===== src/rtl/rmh_pkg.sv =====
package rmh_pkg;
  localparam int ZERO_PREG = 0;

  function automatic int min3(input int a, input int b, input int c);
    int m;
    m = (a < b) ? a : b;
    return (m < c) ? m : c;
  endfunction

  function automatic int ptr_gap(input int young, input int old, input int bits);
    return (young - old) & ((1 << bits) - 1);
  endfunction
endpackage


===== src/rtl/rmh_free_list.sv =====
module rmh_free_list #(
  parameter int NUM_PHYS = 16,
  parameter int NUM_LOG  = 8,
  localparam int PW = $clog2(NUM_PHYS)
) (
  input  logic                clk,
  input  logic                rst_n,
  input  logic                alloc_en,
  input  logic [NUM_PHYS-1:0] free_mask,
  output logic                pick_vld,
  output logic [PW-1:0]       pick_idx,
  output logic [PW:0]         free_cnt
);
  logic [NUM_PHYS-1:0] free_q;
  logic [NUM_PHYS-1:0] alloc_oh;

  always_comb begin
    pick_vld = 1'b0;
    pick_idx = '0;
    for (int i = NUM_PHYS - 1; i >= 0; i--) begin
      if (free_q[i]) begin
        pick_vld = 1'b1;
        pick_idx = PW'(i);
      end
    end
  end

  always_comb begin
    free_cnt = '0;
    for (int i = 0; i < NUM_PHYS; i++) free_cnt = free_cnt + (PW+1)'(free_q[i]);
  end

  assign alloc_oh = alloc_en ? (NUM_PHYS'(1) << pick_idx) : '0;

  always_ff @(posedge clk) begin
    if (!rst_n) begin
      for (int i = 0; i < NUM_PHYS; i++) free_q[i] <= (i > NUM_LOG);
    end else begin
      free_q <= (free_q & ~alloc_oh) | free_mask;
    end
  end

  AST_ALLOC_FROM_FREE: assert property (@(posedge clk) disable iff (!rst_n) alloc_en |-> pick_vld);
  AST_NO_DOUBLE_FREE: assert property (@(posedge clk) disable iff (!rst_n) (free_mask & free_q) == '0);
  AST_ZERO_NEVER_FREE: assert property (@(posedge clk) disable iff (!rst_n) !free_q[0]);
endmodule


===== src/rtl/rmh_hist_log.sv =====
module rmh_hist_log #(
  parameter int LW    = 3,
  parameter int PW    = 4,
  parameter int DEPTH = 8,
  parameter int STEPS = 2,
  localparam int HW = $clog2(DEPTH),
  localparam int CW = $clog2(STEPS + 1)
) (
  input  logic          clk,
  input  logic          rst_n,
  input  logic          push,
  input  logic [LW-1:0] push_log,
  input  logic [PW-1:0] push_new,
  input  logic [PW-1:0] push_old,
  input  logic [CW-1:0] pop_n,
  input  logic [CW-1:0] unwind_n,
  output logic [HW:0]   tail_ptr,
  output logic [HW:0]   count,
  output logic [LW-1:0] y_log [STEPS],
  output logic [PW-1:0] y_new [STEPS],
  output logic [PW-1:0] y_old [STEPS],
  output logic [PW-1:0] o_old [STEPS]
);
  logic [LW-1:0] e_log [DEPTH];
  logic [PW-1:0] e_new [DEPTH];
  logic [PW-1:0] e_old [DEPTH];
  logic [HW:0]   head_q, tail_q;

  assign tail_ptr = tail_q;
  assign count    = tail_q - head_q;

  always_comb begin
    for (int k = 0; k < STEPS; k++) begin
      logic [HW:0] yp, op;
      yp = tail_q - (HW+1)'(k + 1);
      op = head_q + (HW+1)'(k);
      y_log[k] = e_log[yp[HW-1:0]];
      y_new[k] = e_new[yp[HW-1:0]];
      y_old[k] = e_old[yp[HW-1:0]];
      o_old[k] = e_old[op[HW-1:0]];
    end
  end

  always_ff @(posedge clk) begin
    if (!rst_n) begin
      head_q <= '0;
      tail_q <= '0;
    end else begin
      tail_q <= tail_q + (HW+1)'(push) - (HW+1)'(unwind_n);
      head_q <= head_q + (HW+1)'(pop_n);
    end
  end

  always_ff @(posedge clk) begin
    if (push) begin
      e_log[tail_q[HW-1:0]] <= push_log;
      e_new[tail_q[HW-1:0]] <= push_new;
      e_old[tail_q[HW-1:0]] <= push_old;
    end
  end

  AST_NO_OVERFLOW: assert property (@(posedge clk) disable iff (!rst_n) push |-> count != (HW+1)'(DEPTH));
  AST_NO_UNDERFLOW: assert property (@(posedge clk) disable iff (!rst_n) (HW+1)'(pop_n) + (HW+1)'(unwind_n) <= count);
endmodule


===== src/rtl/rmh_rename_unit.sv =====
module rmh_rename_unit #(
  parameter int NUM_LOG    = 8,
  parameter int NUM_PHYS   = 16,
  parameter int HIST_DEPTH = 8,
  parameter int STEPS      = 2,
  localparam int LW = $clog2(NUM_LOG),
  localparam int PW = $clog2(NUM_PHYS),
  localparam int HW = $clog2(HIST_DEPTH),
  localparam int CW = $clog2(STEPS + 1)
) (
  input  logic          clk,
  input  logic          rst_n,
  input  logic          ren_valid,
  input  logic [LW-1:0] ren_log,
  input  logic          ren_alloc,
  output logic          ren_ready,
  output logic [PW-1:0] ren_new_preg,
  output logic [HW:0]   ren_tag,
  input  logic [LW-1:0] src_log,
  output logic [PW-1:0] src_preg,
  input  logic [CW-1:0] retire_cnt,
  input  logic          flush_valid,
  input  logic [HW:0]   flush_tag,
  output logic          rb_busy,
  output logic [PW:0]   free_cnt
);
  import rmh_pkg::*;

  logic [PW-1:0]       map_q [NUM_LOG];
  logic                rb_busy_q;
  logic [HW:0]         stop_q;
  logic                pick_vld, ren_fire, flush_start, hist_full;
  logic [PW-1:0]       pick_idx;
  logic [HW:0]         tail_ptr, count, remaining;
  logic [CW-1:0]       pop_n, unwind_n;
  logic [NUM_PHYS-1:0] free_mask;
  logic [LW-1:0]       y_log [STEPS];
  logic [PW-1:0]       y_new [STEPS];
  logic [PW-1:0]       y_old [STEPS];
  logic [PW-1:0]       o_old [STEPS];

  assign hist_full    = count == (HW+1)'(HIST_DEPTH);
  assign ren_ready    = !rb_busy_q && !flush_valid && !hist_full && (!ren_alloc || pick_vld);
  assign ren_fire     = ren_valid && ren_ready;
  assign ren_new_preg = ren_alloc ? pick_idx : PW'(ZERO_PREG);
  assign ren_tag      = tail_ptr;
  assign src_preg     = map_q[src_log];
  assign rb_busy      = rb_busy_q;
  assign flush_start  = flush_valid && !rb_busy_q;

  assign remaining = (HW+1)'(ptr_gap(int'(tail_ptr), int'(stop_q), HW + 1));
  assign unwind_n  = rb_busy_q ? CW'(min3(int'(remaining), STEPS, STEPS)) : '0;
  assign pop_n     = rb_busy_q ? '0 : CW'(min3(int'(retire_cnt), int'(count), STEPS));

  always_comb begin
    free_mask = '0;
    for (int k = 0; k < STEPS; k++) begin
      if (k < int'(pop_n) && o_old[k] != PW'(ZERO_PREG)) free_mask[o_old[k]] = 1'b1;
      if (k < int'(unwind_n) && y_new[k] != PW'(ZERO_PREG)) free_mask[y_new[k]] = 1'b1;
    end
  end

  rmh_free_list #(.NUM_PHYS(NUM_PHYS), .NUM_LOG(NUM_LOG)) u_free (
    .clk(clk), .rst_n(rst_n), .alloc_en(ren_fire && ren_alloc), .free_mask(free_mask),
    .pick_vld(pick_vld), .pick_idx(pick_idx), .free_cnt(free_cnt)
  );

  rmh_hist_log #(.LW(LW), .PW(PW), .DEPTH(HIST_DEPTH), .STEPS(STEPS)) u_hist (
    .clk(clk), .rst_n(rst_n), .push(ren_fire), .push_log(ren_log), .push_new(ren_new_preg),
    .push_old(map_q[ren_log]), .pop_n(pop_n), .unwind_n(unwind_n), .tail_ptr(tail_ptr),
    .count(count), .y_log(y_log), .y_new(y_new), .y_old(y_old), .o_old(o_old)
  );

  // Restores walk youngest first; a later (older) slot for the same register wins.
  always_ff @(posedge clk) begin
    if (!rst_n) begin
      for (int i = 0; i < NUM_LOG; i++) map_q[i] <= PW'(i + 1);
    end else begin
      if (ren_fire) map_q[ren_log] <= ren_new_preg;
      for (int k = 0; k < STEPS; k++) begin
        if (k < int'(unwind_n)) map_q[y_log[k]] <= y_old[k];
      end
    end
  end

  always_ff @(posedge clk) begin
    if (!rst_n) begin
      rb_busy_q <= 1'b0;
      stop_q    <= '0;
    end else if (flush_start) begin
      rb_busy_q <= 1'b1;
      stop_q    <= flush_tag;
    end else if (rb_busy_q && int'(remaining) <= STEPS) begin
      rb_busy_q <= 1'b0;
    end
  end

  AST_RB_BLOCKS_RENAME: assert property (@(posedge clk) disable iff (!rst_n) rb_busy_q |-> !ren_fire);
  AST_RB_PROGRESS: assert property (@(posedge clk) disable iff (!rst_n)
    (rb_busy_q && remaining != '0) |=> count < $past(count));
  AST_FREE_LIMIT: assert property (@(posedge clk) disable iff (!rst_n) $countones(free_mask) <= STEPS);
  AST_FLUSH_IGNORED: assert property (@(posedge clk) disable iff (!rst_n)
    (rb_busy_q && flush_valid) |=> $stable(stop_q));
endmodule


===== config.mk =====
export PLATFORM = sky130hd
export DESIGN_NAME = rmh_rename_unit
export DESIGN_NICKNAME = d
export VERILOG_FILES = /design/src/rtl/rmh_pkg.sv /design/src/rtl/rmh_free_list.sv /design/src/rtl/rmh_hist_log.sv /design/src/rtl/rmh_rename_unit.sv
export SDC_FILE = /design/constraint.sdc
export NUM_CORES = 1
export LEC_CHECK = 0
export CAP_MARGIN = 25
export CORE_MARGIN = 2
export CORE_UTILIZATION = 40
export DETAILED_ROUTE_END_ITERATION = 10
export DONT_BUFFER_PORTS = 1
export PLACE_DENSITY_LB_ADDON = 0.05
export SKIP_LAST_GASP = 1
export SYNTH_ARGS = -nofsm -noshare
export SYNTH_HDL_FRONTEND = slang
export SYNTH_SLANG_ARGS = --single-unit

===== constraint.sdc =====
create_clock -name clk -period 5.6 [get_ports clk]
set_input_delay 0.56 -clock clk [delete_from_list [all_inputs] [get_ports clk]]
set_output_delay 0.56 -clock clk [all_outputs]
set_load 0.02 [all_outputs]

==> out/metrics.cfg <==
[status]
status = finished, final reports clean

[finish]
post-route-util = 0.442
syn_to_final_growth_pct = 8.07
antenna_cells = 0
nets = 1074
layoutNonFillerInstCount = 1409
drive_gt1_frac = 0.196

[power_and_ir_drop]
seq_power_share = 0.208
comb_power_share = 0.644
sw_frac_of_total = 0.496
p_int_mw = 3.71
clkPwrFrac = 0.149
power_switching_mw = 3.65
p_per_area_mw_per_mm2 = 595
ir_drop_mv = 0.248
leakage_nw = 4.09

[global_route]
gr-total-overflow = 0
track_usage = 0.240
antenna_found_initial = 1
top_usage_layer = met1
grt_pass1_vias = 8493
use_met1 = 0.363
grt_max_degree = 60
grt_pass1_wl_um = 54300
grt_use_met2 = 0.358
grtUsageMet3 = 0.0385

[timing]
fin_skew_ns = 0.0149
fmax_mhz = 202
drv_slew = 0
post-route-period-util = 0.883
relSlewSlack = 0.327
finalHoldViolCount = 0
report.final.setup_viol = 0
rsz0062_at_grt = no
worst_slew_pin_slew_ns = 1.01
period_needed_ns = 4.94
finalSetupTns_ns = 0

[logic_synthesis]
synth-seq-cells = 149
synth_edf_count = 120
ys_types = 87
syn_avg_cell_area_um2 = 11.1
syn_area_mm2 = 0.0114
syn_inst = 1035
synthArstFlopShare = 0
yosysSeqAreaShare = 0.365
yosysWarnings = 0
ys.flop_type = edfxtp_1
syn_nets = 1091

[place]
post-dp-hpwl_um = 26400
gp_congestion = 0.890
io_buffers = 0
dpl.cell_count = 1376

[floorplanning]
die_area_mm2 = 0.0300
initial_core_util = 0.409
die_h_um = 173
io_pins = 36
std_cell_rows = 61
coreArea_mm2 = 0.0280
die_w_um = 173

[clock_network]
cts_tree = done
cts_post_setup_buffers_inserted = 0
ctsHoldBuffers = 0
numCtsBuffers = 17
cts.clk_slew.worst_paths_ns = 0.07
clock_path_buffers = 2
clkSinkCount = 149
ctsHtreeMaxLevel = 4
clkLatencyLatePin_ns = 0.44
ctsResizeCount = 0
cts_root_buf = clkbuf_16

[hold_path]
hold_path_depth = 0
worstHoldPathType = input pin to register

[drt]
drt_iter0_markers = 1070
drc_errors = 0
num_vias = 8892
avgViaCountPerCell = 6.31
routedWlPerCell_um = 25.3
firstDrtPassIters = 5
wl_um = 35600
ant_nets = 0

[critical_path]
worst-path-stages = 10
path_cells = ha_1 > inv_1 > fa_1 > fa_1 > fa_1 > fa_1 > inv_1 > fa_1 > fa_1 > xor2_1
start_kind = register
worst_r2r_path_depth = 15
cpMostUsedCell = fa_1
end_kind = output pin
required_ns = 5.04
critPathMaxFanout = 7
worstSetupPathType = register to output pin
arrival_ns = 4.38
path_delay_family = adder cells
max_stage_delay_ns = 0.55
cp_slowest_cell = fa_1
crit_buf_inv = 2

[job]
maxCapViolations = 0

-- layout by cell type, fill, tap and decap left out, drive strengths merged, types with 7 or more instances in the layout --
cell and n:
a22oi 8, nor2b 29, inv 74, o211ai 12, o32a 7, o32ai 9
mux4 84, nand3 22, ha 25, xor2 8, o31a 9, dfxtp 29
nor2 83, mux2 22, nand2 76, nor3 33, clkbuf 17, o21ai 16
xnor2 8, o22ai 12, nor4 20, edfxtp 120, mux2i 26, a31oi 20
a21oi 34, nor3b 19, or3 8, and3 15, or2 11, clkinv 8
o31ai 25, fa 14, o21a 8, nand2b 10, buf 20
-- cell families (layout without fill, tap and decap cells) --
kind of cell	after synthesis	in the layout	share of synthesized area
compound gates	221	221	0.149
xor+xnor	16	16	0.0129
fa+ha+maj	39	39	0.0518
buf+inv	126	122	0.0479
flops	149	149	0.365
mux	132	132	0.211
simple gates	352	352	0.162
-- synthesized netlist by cell type, types with 15 or more instances --
master / n / area (um2)
clkbuf_1: 26 / 97.6
mux2i_1: 25 / 250
nor2_1: 83 / 312
a21oi_1: 29 / 145
ha_1: 25 / 313
edfxtp_1: 120 / 3600
nor4_1: 18 / 113
nor3_1: 30 / 150
o31ai_1: 24 / 180
nor3b_1: 18 / 135
inv_1: 68 / 255
mux4_2: 84 / 1890
nand2_1: 76 / 285
nand3_1: 22 / 110
o21ai_0: 15 / 75.1
dfxtp_1: 29 / 581
nor2b_1: 29 / 181
mux2_2: 22 / 248
a31oi_1: 20 / 125
-- routing by layer --
| layer | vias up | wire length, um |
|---|---|---|
| li1 | 4047 | - |
| met5 | - | 0 |
| met3 | 40 | 2730 |
| met4 | 0 | 588 |
| met2 | 373 | 15800 |
| met1 | 4432 | 16500 |
-- registers in the layout, indices dropped and copies added, names as in the netlist, 4 cells and up --
name,flops
u_hist.e_new,32
u_hist.e_log,24
stop_q,4
map_q,32
u_hist.e_old,32
u_free.free_q,16
u_hist.head_q,4
u_hist.tail_ptr,4
-- worst reg2reg max path, stage by stage (launching register included) --
cell,delay [ns]
dfxtp_1,0.31
buf_4,0.29
inv_2,0.23
fa_1,0.65
inv_1,0.07
ha_1,0.26
o21a_1,0.10
o21a_1,0.19
and3_1,0.23
or3b_2,0.44
a21oi_1,0.16
ha_1,0.19
inv_1,0.06
fa_1,0.37
xor2_1,0.15
nor2_1,0.05
-- power groups by stage --
stage                     Combinational, mW  Clock [mW]  Sequential, mW
after floorplan                        3.50           0            1.53
after global placement                 4.68           0            1.55
after detailed placement               4.67           0            1.55
after CTS                              4.69        1.11            1.52
after global routing                   5.13        1.16            1.54
final                                  4.73        1.10            1.53
-- cell type report --
| cell class | instances | area (um2) |
|---|---|---|
| Fill cell | 2660 | 15600 |
| Multi-Input combinational cell | 760 | 6740 |
| Sequential cell | 149 | 4190 |
| Tap cell | 378 | 473 |
| Clock buffer | 17 | 425 |
| Inverter | 70 | 263 |
| Timing Repair Buffer | 20 | 163 |
| Clock inverter | 15 | 126 |
-- worst paths after layout --
path | from | to | slack, ns
worst min register to register | stop_q[3] | stop_q[3] | 0.53
worst min-delay path | ren_log[2] | u_hist.e_log[4][2] | 0.22
worst max-delay path | u_free.free_q[0] | free_cnt[2] | 0.66
worst max register to register | u_hist.head_q[1] | u_hist.head_q[2] | 1.70
-- metrics by stage --
step | hold slack (ns) | setup slack (ns) | power [mW] | instance area, um2
detailed placement | 0.507 | 1.09 | 6.22 | 11800
global route | 0.208 | 0.452 | 7.83 | 12400
finish | 0.219 | 0.657 | 7.36 | 12400
floorplan | 0.465 | 1.26 | 5.03 | 11400
global placement | 0.501 | 1.13 | 6.22 | 11800
CTS | 0.207 | 0.626 | 7.33 | 12400
(Power assumes the default switching activity.)
